--- src/rtl/sbr_pkg.sv ---
package sbr_pkg;
    localparam int SYM_BITS  = 8;
    localparam int LANES     = 2;
    localparam int WORD_BITS = SYM_BITS * LANES;
    localparam int LO_LANE   = 0;
    localparam int HI_LANE   = LANES - 1;

    typedef struct packed {
        logic                k;
        logic [SYM_BITS-1:0] d;
    } sym_t;

    typedef sym_t [LANES-1:0] word_t;

    typedef enum logic {
        MODE_WIDE = 1'b0,
        MODE_DDR  = 1'b1
    } bus_mode_e;

    function automatic sym_t sym_mix(input sym_t a, input sym_t b);
        return sym_t'(a ^ b);
    endfunction

    function automatic sym_t make_sym(input logic k, input logic [SYM_BITS-1:0] d);
        sym_t s;
        s.k = k;
        s.d = d;
        return s;
    endfunction
endpackage

--- src/rtl/sbr_mode_latch.sv ---
module sbr_mode_latch
    import sbr_pkg::*;
(
    input  logic      clk,
    input  logic      rst,
    input  logic      sel_i,
    output bus_mode_e mode_o
);
    bus_mode_e mode_q;

    always_ff @(posedge clk) begin
        if (rst) begin
            mode_q <= sel_i ? MODE_DDR : MODE_WIDE;
        end
    end

    assign mode_o = mode_q;


    mode_hold_chk: assert property (@(posedge clk) disable iff (rst)
        (!$past(rst)) |-> $stable(mode_q));
endmodule

--- src/rtl/sbr_tx_path.sv ---
module sbr_tx_path
    import sbr_pkg::*;
(
    input  logic      clk,
    input  logic      rst,
    input  bus_mode_e mode_i,
    input  word_t     word_i,
    output word_t     wide_o,
    output sym_t      ddr_o
);
    logic  ddr_en;
    word_t wide_q;
    sym_t  rise_q;
    sym_t  fall_q;
    sym_t  hi_hold_q;
    logic  run_q;

    assign ddr_en = (mode_i == MODE_DDR);

    // Rising-edge half: registered wide word and the rising half of the XOR pair.
    always_ff @(posedge clk) begin
        if (rst) begin
            wide_q    <= '0;
            rise_q    <= '0;
            hi_hold_q <= '0;
            run_q     <= 1'b0;
        end else begin
            run_q     <= ddr_en;
            wide_q    <= ddr_en ? word_t'('0) : word_i;
            rise_q    <= sym_mix(ddr_en ? word_i[LO_LANE] : sym_t'('0), fall_q);
            hi_hold_q <= ddr_en ? word_i[HI_LANE] : sym_t'('0);
        end
    end

    // Falling-edge half: folds the high symbol into the pair.
    always_ff @(negedge clk) begin
        if (rst) begin
            fall_q <= '0;
        end else begin
            fall_q <= sym_mix(hi_hold_q, rise_q);
        end
    end

    assign wide_o = wide_q;
    assign ddr_o  = run_q ? sym_mix(rise_q, fall_q) : sym_t'('0);


    tx_hi_order_chk: assert property (@(posedge clk) disable iff (rst)
        ddr_en |=> (ddr_o == $past(word_i[HI_LANE])));


    tx_wide_idle_chk: assert property (@(posedge clk) disable iff (rst)
        ddr_en |=> (wide_o == '0));


    tx_ddr_idle_chk: assert property (@(posedge clk) disable iff (rst)
        (!ddr_en) |=> (ddr_o == '0));
endmodule

--- src/rtl/sbr_rx_path.sv ---
module sbr_rx_path
    import sbr_pkg::*;
(
    input  logic      clk,
    input  logic      rst,
    input  bus_mode_e mode_i,
    input  word_t     wide_i,
    input  sym_t      ddr_i,
    input  logic      vld_i,
    output word_t     word_o,
    output logic      vld_o
);
    logic  ddr_en;
    sym_t  lo_q;
    sym_t  hi_q;
    logic  lo_vld_q;
    word_t out_q;
    logic  out_vld_q;
    word_t joined;

    assign ddr_en = (mode_i == MODE_DDR);

    always_comb begin
        joined          = '0;
        joined[LO_LANE] = lo_q;
        joined[HI_LANE] = hi_q;
    end

    always_ff @(posedge clk) begin
        if (rst) begin
            lo_q      <= '0;
            lo_vld_q  <= 1'b0;
            out_q     <= '0;
            out_vld_q <= 1'b0;
        end else begin
            lo_q      <= ddr_i;
            lo_vld_q  <= vld_i;
            out_q     <= ddr_en ? joined : wide_i;
            out_vld_q <= ddr_en ? lo_vld_q : vld_i;
        end
    end

    always_ff @(negedge clk) begin
        if (rst) begin
            hi_q <= '0;
        end else begin
            hi_q <= ddr_i;
        end
    end

    assign word_o = out_q;
    assign vld_o  = out_vld_q;


    rx_lo_order_chk: assert property (@(posedge clk) disable iff (rst)
        (ddr_en && !$past(rst) && !$past(rst, 2)) |-> (word_o[LO_LANE] == $past(ddr_i, 2)));


    rx_vld_align_chk: assert property (@(posedge clk) disable iff (rst)
        (ddr_en && !$past(rst) && !$past(rst, 2)) |-> (vld_o == $past(vld_i, 2)));
endmodule

--- src/rtl/sym_width_bridge.sv ---
module sym_width_bridge
    import sbr_pkg::*;
(
    input  logic                 clk,
    input  logic                 rst,
    input  logic                 ddr_sel,
    input  logic [WORD_BITS-1:0] mac_tx_data,
    input  logic [LANES-1:0]     mac_tx_k,
    output logic [WORD_BITS-1:0] phy_tx_wide_data,
    output logic [LANES-1:0]     phy_tx_wide_k,
    output logic [SYM_BITS-1:0]  phy_tx_ddr_data,
    output logic                 phy_tx_ddr_k,
    input  logic [WORD_BITS-1:0] phy_rx_wide_data,
    input  logic [LANES-1:0]     phy_rx_wide_k,
    input  logic [SYM_BITS-1:0]  phy_rx_ddr_data,
    input  logic                 phy_rx_ddr_k,
    input  logic                 phy_rx_valid,
    output logic [WORD_BITS-1:0] mac_rx_data,
    output logic [LANES-1:0]     mac_rx_k,
    output logic                 mac_rx_valid
);
    bus_mode_e mode;
    word_t     tx_word;
    word_t     tx_wide;
    sym_t      tx_ddr;
    word_t     rx_wide;
    sym_t      rx_ddr;
    word_t     rx_word;

    for (genvar g = 0; g < LANES; g++) begin : g_lane
        assign tx_word[g] = make_sym(mac_tx_k[g], mac_tx_data[g*SYM_BITS +: SYM_BITS]);
        assign rx_wide[g] = make_sym(phy_rx_wide_k[g], phy_rx_wide_data[g*SYM_BITS +: SYM_BITS]);
        assign phy_tx_wide_data[g*SYM_BITS +: SYM_BITS] = tx_wide[g].d;
        assign phy_tx_wide_k[g]                          = tx_wide[g].k;
        assign mac_rx_data[g*SYM_BITS +: SYM_BITS]       = rx_word[g].d;
        assign mac_rx_k[g]                               = rx_word[g].k;
    end

    assign rx_ddr          = make_sym(phy_rx_ddr_k, phy_rx_ddr_data);
    assign phy_tx_ddr_data = tx_ddr.d;
    assign phy_tx_ddr_k    = tx_ddr.k;

    sbr_mode_latch u_mode (
        .clk    (clk),
        .rst    (rst),
        .sel_i  (ddr_sel),
        .mode_o (mode)
    );

    sbr_tx_path u_tx (
        .clk    (clk),
        .rst    (rst),
        .mode_i (mode),
        .word_i (tx_word),
        .wide_o (tx_wide),
        .ddr_o  (tx_ddr)
    );

    sbr_rx_path u_rx (
        .clk    (clk),
        .rst    (rst),
        .mode_i (mode),
        .wide_i (rx_wide),
        .ddr_i  (rx_ddr),
        .vld_i  (phy_rx_valid),
        .word_o (rx_word),
        .vld_o  (mac_rx_valid)
    );
endmodule

--- config.mk ---
export PLATFORM = sky130hd
export DESIGN_NAME = sym_width_bridge
export DESIGN_NICKNAME = d
export VERILOG_FILES = /design/src/rtl/sbr_pkg.sv /design/src/rtl/sbr_mode_latch.sv /design/src/rtl/sbr_tx_path.sv /design/src/rtl/sbr_rx_path.sv /design/src/rtl/sym_width_bridge.sv
export SDC_FILE = /design/constraint.sdc
export NUM_CORES = 1
export LEC_CHECK = 0
export ABC_AREA = 0
export BUFFER_PORTS_ARGS = -buffer_cell sky130_fd_sc_hd__buf_2
export CAP_MARGIN = 10
export CORE_MARGIN = 3
export CORE_UTILIZATION = 30
export DETAILED_ROUTE_END_ITERATION = 16
export PLACE_DENSITY = 0.61
export SYNTH_ARGS = -nofsm -noshare
export SYNTH_HDL_FRONTEND = slang
export SYNTH_SLANG_ARGS = --single-unit
--- constraint.sdc ---
create_clock -name clk -period 1.9 [get_ports clk]
set_input_delay 0.095 -clock clk [delete_from_list [all_inputs] [get_ports clk]]
set_output_delay 0.095 -clock clk [all_outputs]
set_load 0.01 [all_outputs]
==> out/results.txt <==
detailed-route wire length per cell -> 12.8 µm
XOR/XNOR share of the synthesized area -> 0.0571
Syn. warnings -> 0
Root Buffer -> clkbuf_8
Final setup violation count -> 9
# H-tree levels -> 3
proportion of synthesized area in mux cells -> 0.0689
Slew @ Worst Pin -> 744 ps
worst reg2reg setup slack -> 100 ps
Vias -> 2131
core area -> 8850 µm²
max-slew violation count -> 0
normalized max-slew margin -> 0.504
Critical Path RT -> 1800 ps
most frequent cells in the layout -> buf_2 (94), dfxtp_1 (75), dlygate4sd3_1 (46), and2_1 (36), nor2_1 (28)
DRT Wirelength -> 6.59 mm
Synth Instances -> 237
WS Path Type -> flop to primary output
Max rail drop VDD -> 403 µV
Syn Area/Cell -> 11.6 µm²
CP startpoint kind -> flop
ant diodes -> 0
WP data arrival -> 2080 ps
Initial Util -> 0.312
largest family of logic cells by synthesized area -> simple AND/OR/NAND/NOR gates
Place WS -> 108 ps
Tot GR Track Use -> 0.130
RSZ-0062 raised after global routing -> true
Post-Syn Area -> 2760 µm²
Min-Delay Path Class -> primary input to flop
Die ar. -> 10400 µm²
Tot Pwr -> 0.00401 W
I/O pin count -> 95
Leak -> 2.03 nW
CP startpoint -> u_tx.fall_q[1]$_SDFF_NP0_
area leader, netlist -> dfxtp_1
Synth cell types -> 19
Congestion Overflow GR -> 0
clock buffer depth -> 2
DP HPWL -> 3.94 mm
Final nets -> 452
worst r2r src -> u_tx.fall_q[4]$_SDFF_NP0_
most common cell after layout, fill and taps aside -> buf_2
share of cells above drive strength 1 -> 0.338
Num CTS Buffers -> 9
# Max-Cap Violations -> 0
Max FO, Critical Path -> 2
first-pass GRT wire length -> 10.2 mm
ranking of synthesized cells by area -> dfxtp_1 (61%), and2_1 (8.2%), mux2i_1 (6.9%)
final setup margin -> -272 ps
clock latency at the later pin of the worst-skew pair -> 390 ps
failing checks -> setup timing
Synth top area share -> 0.609
TritonCTS clock tree -> done
PwrDens -> 969 nW/µm²
sequential area share after synthesis -> 0.620
Synth Net Count -> 286
Die H -> 102 µm
vias per inst -> 4.13
port bufs -> 94
flops & latches, synth -> 85
hold_sp -> phy_rx_wide_data[3]
Post-Synth Simple-Gate Area -> 0.171
CP Capture Type -> primary output
synth-to-layout area growth -> 50.0%
row count -> 34
clock tree sinks -> 85
vias in the first global route -> 2128
ANT nets after route -> 0
initial antenna violation count -> 0
Die Width -> 102 µm
Worst Hold Path EP -> u_rx.word_o[3]$_SDFF_PP0_
r2r endpoint -> u_tx.rise_q[4]$_SDFF_PP0_
DRC errors left -> 0
pin count of the biggest net entering global routing -> 46
final hold vios -> 0
routability cong. -> 0.701
starting DRC count in detailed routing -> 36
run status -> finished, violations left
Fin Clk Skew -> 49.8 ps
drt first pass iters -> 4
clock-pin slew of the registers on the worst-case setup and hold paths -> 90 ps
post-synthesis adder-cell area fraction -> 0
Compound-Gate Fraction of Synth Area -> 0.0503
cell count of the worst reg-to-reg path -> 3
hold path depth -> 3
==> state kept, by name, summed over array words and instances, names as in the netlist <==
register / count
u_rx.vld_o: 1
u_tx.fall_q: 9
u_mode.mode_o: 1
u_rx.hi_q: 9
u_tx.hi_hold_q: 9
u_tx.wide_o: 18
u_rx.word_o: 18
u_tx.rise_q: 9
u_tx.run_q: 1
u_rx.joined: 9
u_rx.lo_vld_q: 1
==> Yosys cell counts, drive strengths merged <==
cell type  number
a21bo           9
a21oi           9
and2           36
buf             9
clkbuf          2
dfxtp          84
edfxtp          1
inv             1
mux2i          19
nand3b          9
nor2           29
nor2b          11
xnor2           9
xor2            9
==> layout make-up <==
class                           instances  area, µm²
Sequential cell                        85       1720
Multi-Input combinational cell        140        960
Clock inverter                         22        124
Tap cell                              108        135
Clock buffer                           12        188
Fill cell                             828       4710
Timing Repair Buffer                  149       1010
==> how the worst max path moves through the flow <==
| stage | to | slack [ps] |
|---|---|---|
| finish | phy_tx_ddr_data[1] | -270 |
| global route | phy_tx_ddr_data[6] | -380 |
| CTS | phy_tx_ddr_data[1] | -290 |
| detailed placement | phy_tx_ddr_data[1] | 110 |
| global placement | phy_tx_ddr_data[1] | 120 |
| floorplan | phy_tx_ddr_data[6] | 230 |
==> stage by stage <==
step / hold slack, ps / util / area [µm²] / std cells / TNS (ps)
after floorplan: 194 / - / 2760 / 237 / 0
after global placement: 280 / 0.377 / 3340 / 434 / 0
after detailed placement: 280 / 0.377 / 3340 / 434 / 0
after CTS: 1.57 / 0.467 / 4130 / 515 / -2500
after global routing: 36.9 / 0.468 / 4140 / 516 / -3070
final: 26.6 / 0.468 / 4140 / 516 / -2280
==> cell families (layout without fill, tap and decap cells) <==
kind of cell,Yosys count,in the layout
buffers and inverters,12,183
AOI/OAI and AO/OA,18,18
muxes,19,19
and+or+nand+nor,85,85
DFF,85,85
xor gates and xnor gates,18,18
==> power by group <==
part / internal (W) / switching (W) / leakage [nW]
logic: 0.000254 / 0.000189 / 1.11
clock network: 0.000866 / 0.000757 / 0.220
registers: 0.00190 / 0.0000492 / 0.707
==> routing by layer <==
layer | up-vias | part of all wire | GRT usage
met5 | - | 0 | 0
met1 | 961 | 0.46 | 0.161
met2 | 76 | 0.46 | 0.213
met3 | 8 | 0.062 | 0.0355
li1 | 1086 | - | -
met4 | 0 | 0.012 | 0.0575
==> timing repair <==
item | CTS | global route
buffers inserted | 3 | 0
endpoints found under the setup margin | 9 | 9
gates resized for setup | 9 | 0
endpoints found under the hold margin | 55 | 1
pin swaps | 6 | 0
hold buffers | 45 | 1
==> critical path, cell delays in order (launching register included) <==
cell and delay (ps):
dfxtp_2 310, xor2_1 150, and2_1 160, buf_2 130
(Power assumes the default switching activity.)
